$ cat src/rtl/cbank_pkg.sv
package cbank_pkg;

  localparam int NUM_BANK_REGS = 2;
  localparam int REG_ROM       = 0;
  localparam int REG_RAM       = 1;

  typedef struct packed {
    logic hit;       // access inside the window
    logic ram_half;  // split mode, upper half
    logic ld_rom;    // load ROM bank register
    logic ld_ram;    // load RAM bank register
    logic rom_sel;   // drive ROM chip select
    logic ram_sel;   // drive RAM chip select
  } dec_t;

endpackage

$ cat src/rtl/cbank_decode.sv
module cbank_decode
  import cbank_pkg::*;
#(
  parameter int WIN_BITS = 3,
  parameter logic [WIN_BITS-1:0] WIN_TAG = 3'b011
) (
  input  logic [WIN_BITS-1:0] win_bits,
  input  logic                half_bit,
  input  logic                sel_bit,
  input  logic                rd,
  input  logic                wr,
  input  logic                split_en,
  output dec_t                dec
);

  logic in_win;
  logic upper;

  always_comb begin
    in_win = (win_bits == WIN_TAG);
    upper  = split_en && half_bit;

    dec          = '0;
    dec.hit      = in_win && (rd || wr);
    dec.ram_half = upper;
    dec.ram_sel  = dec.hit && upper;
    dec.rom_sel  = dec.hit && !wr && !upper;
    dec.ld_rom   = dec.hit && wr && !upper && (!split_en || !sel_bit);
    dec.ld_ram   = dec.hit && wr && split_en && !half_bit && sel_bit;
  end

endmodule

$ cat src/rtl/cbank_latch.sv
module cbank_latch
  import cbank_pkg::*;
#(
  parameter int ABANK_W = 12,
  parameter int DATA_W  = 16,
  localparam int BANK_W = ABANK_W + DATA_W
) (
  input  logic                                  clk,
  input  logic                                  rst_n,
  input  logic                                  split_en,
  input  logic [ABANK_W-1:0]                    addr_lo,
  input  logic [DATA_W-1:0]                     wdata,
  input  logic [NUM_BANK_REGS-1:0]              load,
  output logic [NUM_BANK_REGS-1:0][BANK_W-1:0]  bank_q
);

  logic [BANK_W-1:0] next_val;

  always_comb begin
    if (split_en) next_val = {1'b0, addr_lo[ABANK_W-2:0], wdata};
    else          next_val = {addr_lo, wdata};
  end

  for (genvar g = 0; g < NUM_BANK_REGS; g++) begin : g_bank
    always_ff @(posedge clk or negedge rst_n) begin
      if (!rst_n)       bank_q[g] <= '0;
      else if (load[g]) bank_q[g] <= next_val;
    end
  end

endmodule

$ cat src/rtl/cbank_map.sv
module cbank_map #(
  parameter int BANK_W = 28,
  parameter int OFFS_W = 13,
  localparam int HALF_W = OFFS_W - 1
) (
  input  logic [BANK_W-1:0]        rom_bank,
  input  logic [BANK_W-1:0]        ram_bank,
  input  logic [OFFS_W-1:0]        offset,
  output logic [BANK_W+OFFS_W-1:0] rom_addr,
  output logic [BANK_W+HALF_W-1:0] ram_addr
);

  assign rom_addr = {rom_bank, offset};
  assign ram_addr = {ram_bank, offset[HALF_W-1:0]};

endmodule

$ cat src/rtl/cbank_ctrl.sv
module cbank_ctrl
  import cbank_pkg::*;
#(
  parameter int ADDR_W   = 16,
  parameter int DATA_W   = 16,
  parameter int WIN_BITS = 3,
  parameter logic [WIN_BITS-1:0] WIN_TAG = 3'b011,
  parameter int ABANK_W  = 12,
  localparam int OFFS_W  = ADDR_W - WIN_BITS,
  localparam int HALF_W  = OFFS_W - 1,
  localparam int BANK_W  = ABANK_W + DATA_W,
  localparam int ROM_AW  = BANK_W + OFFS_W,
  localparam int RAM_AW  = BANK_W + HALF_W
) (
  input  logic              clk,
  input  logic              rst_n,
  input  logic              split_en,
  input  logic [ADDR_W-1:0] cpu_addr,
  input  logic [DATA_W-1:0] cpu_wdata,
  input  logic              cpu_rd,
  input  logic              cpu_wr,
  output logic              rom_cs,
  output logic [ROM_AW-1:0] rom_addr,
  output logic              ram_cs,
  output logic              ram_we,
  output logic [RAM_AW-1:0] ram_addr
);

  dec_t                                 dec;
  logic [NUM_BANK_REGS-1:0]             load;
  logic [NUM_BANK_REGS-1:0][BANK_W-1:0] bank_q;

  cbank_decode #(.WIN_BITS(WIN_BITS), .WIN_TAG(WIN_TAG)) u_dec (
    .win_bits (cpu_addr[ADDR_W-1 -: WIN_BITS]),
    .half_bit (cpu_addr[OFFS_W-1]),
    .sel_bit  (cpu_addr[ABANK_W-1]),
    .rd       (cpu_rd),
    .wr       (cpu_wr),
    .split_en (split_en),
    .dec      (dec)
  );

  always_comb begin
    load          = '0;
    load[REG_ROM] = dec.ld_rom;
    load[REG_RAM] = dec.ld_ram;
  end

  cbank_latch #(.ABANK_W(ABANK_W), .DATA_W(DATA_W)) u_latch (
    .clk      (clk),
    .rst_n    (rst_n),
    .split_en (split_en),
    .addr_lo  (cpu_addr[ABANK_W-1:0]),
    .wdata    (cpu_wdata),
    .load     (load),
    .bank_q   (bank_q)
  );

  cbank_map #(.BANK_W(BANK_W), .OFFS_W(OFFS_W)) u_map (
    .rom_bank (bank_q[REG_ROM]),
    .ram_bank (bank_q[REG_RAM]),
    .offset   (cpu_addr[OFFS_W-1:0]),
    .rom_addr (rom_addr),
    .ram_addr (ram_addr)
  );

  assign rom_cs = dec.rom_sel;
  assign ram_cs = dec.ram_sel;
  assign ram_we = dec.ram_sel && cpu_wr;

endmodule

$ cat config.mk
export PLATFORM = sky130hd
export DESIGN_NAME = cbank_ctrl
export DESIGN_NICKNAME = d
export VERILOG_FILES = /design/src/rtl/cbank_pkg.sv /design/src/rtl/cbank_decode.sv /design/src/rtl/cbank_latch.sv /design/src/rtl/cbank_map.sv /design/src/rtl/cbank_ctrl.sv
export SDC_FILE = /design/constraint.sdc
export NUM_CORES = 1
export LEC_CHECK = 0
export BUFFER_PORTS_ARGS = -buffer_cell sky130_fd_sc_hd__buf_2
export CAP_MARGIN = 20
export CELL_PAD_IN_SITES_DETAIL_PLACEMENT = 1
export CELL_PAD_IN_SITES_GLOBAL_PLACEMENT = 1
export CORE_MARGIN = 2
export CORE_UTILIZATION = 30
export CTS_BUF_LIST = sky130_fd_sc_hd__clkbuf_8
export CTS_CLUSTER_SIZE = 8
export DETAILED_ROUTE_END_ITERATION = 16
export GPL_TIMING_DRIVEN = 0
export PLACE_DENSITY_LB_ADDON = 0.08
export SETUP_SLACK_MARGIN = 0.2
export SLEW_MARGIN = 20
export SYNTH_ARGS = -nofsm -noshare
export SYNTH_HDL_FRONTEND = slang
export SYNTH_SLANG_ARGS = --single-unit
$ cat constraint.sdc
create_clock -name clk -period 1.9 [get_ports clk]
set_input_delay 0.285 -clock clk [delete_from_list [all_inputs] [get_ports clk]]
set_output_delay 0.285 -clock clk [all_outputs]
set_load 0.05 [all_outputs]
==> results of run 1 <==
[worst max-delay path by stage]
| stage | startpoint | end | slack, ns | depth (start not counted) |
|---|---|---|---|---|
| after floorplan | split_en | rom_cs | 0.19 | 3 |
| after global placement | cpu_addr[15] | u_latch.bank_q[47] | 0.04 | 5 |
| after detailed placement | cpu_addr[15] | u_latch.bank_q[52] | 0.04 | 5 |
| after CTS | cpu_addr[15] | u_latch.bank_q[29] | 0.38 | 5 |
| after global routing | cpu_addr[15] | u_latch.bank_q[51] | 0.32 | 5 |
| final | cpu_addr[15] | u_latch.bank_q[29] | 0.42 | 5 |
[cell usage in the layout, fill, tap and decap left out, types with 2 or more instances in the layout]
cell type	n
buf_2	120
buf_4	26
buf_6	4
clkbuf_8	5
dfrtp_1	56
inv_1	2
mux2_2	53
nand2_1	2
nand3b_1	2
nor2_1	3
[worst max-delay path, cell delays in order]
cell,delay (ns)
buf_2,0.10
nand4b_4,0.20
nor3_4,0.50
buf_6,0.23
mux2_2,0.34
[per-layer routing]
layer / routed length (um) / GRT usage [%] / share of wire (%)
met5: 0 / 0 / 0
met3: 425 / 3.417 / 8.3
met2: 2522 / 21.35 / 49
met4: 55 / 3.358 / 1.1
met1: 2094 / 14.59 / 41
[kinds of logic after synthesis]
family                 synth area share, %
AND/OR/NAND/NOR                      3.985
AO/OA/AOI/OAI                       0.4251
buffers and inverters                10.25
multiplexers                         25.82
flip-flops                           59.51
[metrics by stage]
stage | total power [mW] | std cells
floorplan | 2.714 | 154
finish | 3.713 | 384
global route | 3.892 | 384
CTS | 3.785 | 384
global placement | 3.099 | 376
detailed placement | 3.117 | 376
[layout make-up]
type / instances / share of cell area [%]
buffer: 30 / 7.463
clock buffer: 5 / 2.160
clock inverter: 3 / 0.6284
inverter: 1 / 0.1178
multi-input combinational: 67 / 22.70
sequential: 56 / 43.99
tap: 102 / 4.006
timing repair buffer: 120 / 18.93
[power groups by stage]
stage          Clock [mW]  Sequential [mW]  Combinational (mW)
2_1_floorplan           0             2.36               0.358
3_3_place_gp            0             1.53                1.57
3_5_place_dp            0             1.54                1.58
4_1_cts             0.691             1.52                1.58
5_1_grt             0.720             1.54                1.63
6_report            0.640             1.51                1.56
==> flow_summary.ini, run 1 <==
[outcome]
status = completed

[placed_design]
place_area_um2 = 3097
routabilityCongestion = 0.6486
io_buffers = 120
post-place-ws_ns = 0.03635
hpwlAfterDp_mm = 3.858

[synthesis]
yosysWarnings = 0
syn_area_um2 = 2355
synth.top_cells.by_count = dfrtp_1 (56), mux2_2 (53), buf_4 (25), buf_6 (4), nor2_1 (3)
synth_ff_type = dfrtp_1
yosys.area.top_type = dfrtp_1
synth.distinct_cells = 16
yosys_register_bits = 56
yosysSeqAreaShare_pct = 59.51
syn_nets = 191
synthCells = 154
yosys-top-cells-area = dfrtp_1 (60%), mux2_2 (25%), buf_4 (8.0%), buf_6 (1.9%), nand4b_4 (1.0%)
yosysMostFrequentCell = dfrtp_1
yosysTopAreaCellShare_pct = 59.51
synth.avg_cell_area_um2 = 15.29
synth-edff-count = 0
synth-async-reset-ratio_pct = 100.0

[clock_network]
h-tree-depth = 2
clock_latency_ns = 0.30
cts_tree = built
postCtsHoldBufs = 0
clk_path_buf_depth = 2
clk_pin_slew_ns = 0.10
cts_setup_buffers = 0
clockRootBuffer = clkbuf_8
numCtsBuffers = 5
clock_sinks = 56
cts_resized = 0

[grt]
antenna_found_initial = 0
grt_pass1_vias = 1664
grt_pass1_wl_mm = 8.128
grt_max_degree = 57
track_usage_pct = 12.16
grt_overflow = 0

[power_and_ir_drop]
switching_share_pct = 44.11
power.leakage_nw = 1.733
power.internal_mw = 2.075
cellPowerDensity_nw_per_um2 = 1166
seq_power_share_pct = 40.8
ir_drop_mv = 0.3773
clock_power_share_pct = 17.2
p_switching_mw = 1.638
combinationalPowerShare_pct = 42.0

[worst_setup_path]
critPathLaunchType = input pin
critPathKind = in2reg
r2r_cells = 1
ff2ff_setup_slack_ns = 1.12
worstPathRequired_ns = 2.09
crit_fanout = 10
rr_startpoint = u_latch.bank_q[33]
critPathCaptureType = register
worst_ep_arrival_time_ns = 1.68
reg2reg_to = u_latch.bank_q[33]

[timing]
min_period_ns = 1.483
skew_ns = 0
relSlewSlack_pct = 52.34
drv_slew = 0
layout_setup_ws_ns = 0.4167
worst_slew_pin_slew_ns = 0.7149
rsz0062_at_grt = no
hold_viol = 0
setup_violations = 0
max_freq_ghz = 0.6742
finalSetupTns_ns = 0
holdWs_ns = 0.01715
period_share_pct = 78.07

[layout]
fin_nets = 318
diodes = 0
drive_above_1_share_pct = 75.89
top_regs = u_latch.bank_q: 56 flops
top_register = u_latch.bank_q
fill_cells = 855
multi_input_area_um2 = 723.2
final_core_util_pct = 41.66
ff_latch_area_um2 = 1401
areaGrowthSynthToFinish_pct = 35.28
largest_register_ff_count = 56
stdcell_area_um2 = 3186

[route]
postRouteAntennaNets = 0
routed_wl_mm = 5.098
drtPass1Iterations = 3
route.detailed.drc = 0
dr_total_vias = 1624
wl_per_cell_um = 13.28
via_per_inst = 4.229
drt_iter0_drc = 19

[run]
cap_violations = 0

[die]
die-height_um = 92.60
rows = 32
ios = 121
floorplan.initialDensity_pct = 30.79
die_w_um = 92.60
dieArea_um2 = 8574
core_um2 = 7647

[min_path]
hold_class = in2async
No activity file was read; power rests on OpenSTA's default activity.
==> run 2, diff against run 1 <==
==> constraint.sdc (replaced) <==
create_clock -name clk -period 1.2 [get_ports clk]
set_input_delay 0.18 -clock clk [delete_from_list [all_inputs] [get_ports clk]]
set_output_delay 0.18 -clock clk [all_outputs]
set_load 0.05 [all_outputs]
==> flow_summary.ini, run 2 (synthesis results as in run 1) <==
[die]
floorplan.initialDensity_pct = 30.79
die-height_um = 92.60
ios = 121
die_w_um = 92.60
dieArea_um2 = 8574
core_um2 = 7647
rows = 32

[layout]
drive_above_1_share_pct = 80.00
diodes = 0
top_register = u_latch.bank_q
top_regs = u_latch.bank_q: 56 flops
fill_cells = 801
fin_nets = 352
layout_common_cells = buf_6 (64), buf_2 (58), dfrtp_1 (56), buf_4 (51), mux2_2 (28)
ff_latch_area_um2 = 1401
areaGrowthSynthToFinish_pct = 73.43
layout_commonest_cell = buf_6
largest_register_ff_count = 56
multi_input_area_um2 = 853.3

[grt]
track_usage_pct = 13.90
antenna_found_initial = 0
grt_pass1_wl_mm = 9.356
grt_max_degree = 57
grt_pass1_vias = 1790
grt_overflow = 0

[placed_design]
io_buffers = 120
hpwlAfterDp_mm = 3.813
routabilityCongestion = 0.6487

[timing]
relSlewSlack_pct = 66.03
period_share_pct = 95.36
setup_violations = 0
max_freq_ghz = 0.8738
drv_slew = 0
finalSetupTns_ns = 0
min_period_ns = 1.144
rsz0062_at_grt = yes
worst_slew_pin_slew_ns = 0.5096
hold_viol = 0
holdWs_ns = 0.1195
skew_ns = 0

[route]
dr_total_vias = 1806
postRouteAntennaNets = 0
route.detailed.drc = 0
drt_iter0_drc = 26
via_per_inst = 4.331
routed_wl_mm = 6.152
wl_per_cell_um = 14.75
drtPass1Iterations = 2

[clock_network]
cts_tree = built
clk_path_buf_depth = 2
numCtsBuffers = 5
clk_pin_slew_ns = 0.10
clockRootBuffer = clkbuf_8
h-tree-depth = 2
clock_sinks = 56
clock_latency_ns = 0.29

[power_and_ir_drop]
ir_drop_mv = 0.9447
power.leakage_nw = 2.094
cellPowerDensity_nw_per_um2 = 1653

[worst_setup_path]
path_cells = buf_6 > nand4b_4 > buf_6 > nand3b_1 > buf_6 > buf_12 > mux2_2
critPathTopFamily = buffers and inverters
critPathLaunchType = input pin
worst_ep_arrival_time_ns = 1.33
worstPathRequired_ns = 1.39
rr_startpoint = u_latch.bank_q[48]
reg2reg_to = u_latch.bank_q[48]
ff2ff_setup_slack_ns = 0.20
cpMaxStageDelayCell = mux2_2
r2r_cells = 3
critPathMaxStageDelay_ns = 0.26
cp_common_cell = buf_6
crit_fanout = 10
critPathKind = in2reg
critPathCaptureType = register
critPathBufInv = 4

[run]
cap_violations = 0

[min_path]
holdPathStages = 2
min_to = u_latch.bank_q[40]
worstHoldStart = cpu_wdata[12]
hold_class = in2reg

[outcome]
status = completed
## run 2: layout make-up
cell class                 instances  area share, %
buffer                            30          6.464
tap                              102          3.125
inverter                           1        0.09191
timing repair buffer             154          32.75
sequential                        56          34.31
multi-input combinational         67          20.89
clock buffer                       7          2.359
## run 2: per-stage QoR
stage               utilization (%)  power, mW  setup WS [ns]  instance area (um^2)  std cells
finish                        53.40      6.750        0.05564                  4084        417
global route                  53.40      7.048        0.02508                  4084        417
CTS                           51.10      6.677        0.03127                  3908        400
detailed placement            40.77      4.938        -0.5713                  3118        376
global placement              40.74      4.916        -0.5605                  3115        376
floorplan                         -      4.302        -0.1986                  2387        154
## run 2: metal layers
metal,global-route usage (%),vias to the layer above,wire length (um),share of wire [%]
li1,-,831,-,-
met1,17.82,889,2408,39
met2,22.51,82,3101,50
met3,5.207,4,601,9.8
met4,2.985,0,41,0.67
met5,0,-,0,0
## run 2: what timing repair did
action                                 in CTS  in global routing
pin swaps                                   2                  3
gates cloned                                3                  0
hold buffers                                1                  0
setup endpoints to repair                 107                169
endpoints found under the hold margin      56                  0
gates resized for setup                   153                 14
setup buffers                              13                 17
## run 2: worst max-delay path by stage
stage,cells past startpoint,from,to,slack [ns]
6_report,7,cpu_addr[15],u_latch.bank_q[19],0.06
5_1_grt,7,cpu_addr[15],u_latch.bank_q[20],0.03
3_5_place_dp,5,cpu_addr[15],u_latch.bank_q[44],-0.57
4_1_cts,4,cpu_addr[15],rom_cs,0.03
2_1_floorplan,4,cpu_addr[15],u_latch.bank_q[42],-0.20
3_3_place_gp,5,cpu_wr,u_latch.bank_q[45],-0.56
## run 2: power by group
part           internal [mW]  leakage [nW]  switching (mW)
Clock                  0.516        0.0503           0.570
Sequential              2.25         0.714           0.253
Combinational           1.27          1.33            1.89
==> run 3, diff against run 2 <==
--- a/config.mk
+++ b/config.mk
@@ -17,7 +17,7 @@
 export GPL_TIMING_DRIVEN = 0
 export PLACE_DENSITY_LB_ADDON = 0.08
 export SETUP_SLACK_MARGIN = 0.2
-export SLEW_MARGIN = 20
 export SYNTH_ARGS = -nofsm -noshare
 export SYNTH_HDL_FRONTEND = slang
+export SYNTH_HIERARCHICAL = 1
 export SYNTH_SLANG_ARGS = --single-unit
==> flow_summary.ini, run 3 <==
[grt]
grt_pass1_vias = 2287
grt_overflow = 0
track_usage_pct = 13.64
antenna_found_initial = 0
grt_pass1_wl_mm = 11.90
grt_max_degree = 30

[route]
routed_wl_mm = 7.365
wl_per_cell_um = 13.82
wl_met3_um = 361
wl_met1_mm = 3.040
drtPass1Iterations = 2
dr_wl_met2_mm = 3.898
via_per_inst = 3.949
top_layer = met4
drt_iter0_drc = 33
dr_total_vias = 2105
postRouteAntennaNets = 0
route.detailed.drc = 0

[layout]
final_core_util_pct = 54.63
layout_common_cells = buf_4 (78), buf_6 (66), buf_2 (57), dfrtp_1 (56), buf_8 (54)
diodes = 0
areaGrowthSynthToFinish_pct = 77.30
fin_nets = 437
top_register = u_latch/bank_q
top_regs = u_latch/bank_q: 56 flops
drive_above_1_share_pct = 85.00
layout_commonest_cell = buf_4
final_cells = 533
largest_register_ff_count = 56
fill_cells = 1000

[timing]
skew_ns = 0
period_share_pct = 98.56
holdWs_ns = -0.08781
rsz0062_at_grt = yes
hold_viol = 28
relSlewSlack_pct = 52.63
setup_violations = 0
max_freq_ghz = 0.8455
worst_slew_pin_slew_ns = 0.7105
min_period_ns = 1.183
drv_slew = 0

[outcome]
status = finished, violations left
violations = negative hold slack

[clock_network]
clk_pin_slew_ns = 0.10
h-tree-depth = 2
clock_latency_ns = 0.29
clk_path_buf_depth = 2
numCtsBuffers = 5
cts_tree = built
clockRootBuffer = clkbuf_8
clock_sinks = 56

[placed_design]
hpwlAfterDp_mm = 4.657
dp.cells = 465
io_buffers = 120
routabilityCongestion = 0.6494

[synthesis]
syn_nets = 248
syn_area_um2 = 2998
yosysWarnings = 6
synthCells = 211
synth.avg_cell_area_um2 = 14.21

[power_and_ir_drop]
power_mw = 8.333
ir_drop_mv = 0.9633
cellPowerDensity_nw_per_um2 = 1568
power.leakage_nw = 2.709

[die]
rows = 36
dieArea_um2 = 10810
floorplan.initialDensity_pct = 30.81
ios = 121
die_w_um = 104.0
core_um2 = 9729
die-height_um = 104.0

[worst_setup_path]
critPathCaptureType = output pin
critPathLaunchType = input pin
critPathKind = in2out
crit_fanout = 4
worstPathRequired_ns = 1.02
worst_ep_arrival_time_ns = 1.00

[run]
cap_violations = 0

[min_path]
hold_class = in2async
run 3: layer usage:
metal	GRT usage, %	vias up
met4	2.896	0
met5	0	-
met3	3.509	5
met1	16.19	1040
met2	24.77	65
li1	-	995
run 3: layout make-up:
type                    instances  area (um^2)  share of cell area [%]
clock inverters                 1        8.758                  0.1648
well taps                     133        166.4                   3.131
multi-input cells              67        934.6                   17.58
plain buffers                  87        920.9                   17.33
flip-flops and latches         56         1401                   26.37
inverters                       1        3.754                 0.07062
repair buffers                182         1797                   33.80
clock buffers                   6        82.58                   1.554
run 3: power by group:
part / internal, mW / switching [mW]
Clock: 0.463 / 0.615
Combinational: 2.58 / 2.18
Sequential: 2.24 / 0.256
Total: 5.29 / 3.05
run 3: per-stage QoR:
step	setup slack [ns]	area (um^2)	setup TNS, ns
2_1_floorplan	-0.1979	3015	-5.997
3_3_place_gp	-0.3427	3782	-28.46
3_5_place_dp	-0.3579	3802	-17.23
4_1_cts	0.008849	5057	0
5_1_grt	-0.02605	5315	-0.1083
6_report	0.01725	5315	0
run 3: critical path, cell delays in order:
cell,delay [ns]
buf_6,0.09
nand3b_4,0.19
buf_6,0.14
nor4b_4,0.21
buf_6,0.19
run 3: path summary, 6_finish.rpt:
path	from	end	slack, ns	depth (start not counted)
max	cpu_addr[15]	rom_cs	0.02	5
min	rst_n	u_latch/bank_q[38]	-0.09	1
max reg2reg	u_latch/bank_q[11]	u_latch/bank_q[11]	0.16	3
min reg2reg	u_latch/bank_q[26]	u_latch/bank_q[26]	0.54	1
max in group asynchronous	rst_n	u_latch/bank_q[25]	0.68	2
min in group clk	cpu_wdata[5]	u_latch/bank_q[5]	0.11	2
run 3: what timing repair did:
item,4_1_cts,5_1_grt
hold endpoints to repair,28,28
gates resized for setup,245,12
setup endpoints to repair,115,115
cloned,1,1
setup buffers,34,25
pin swaps,2,4
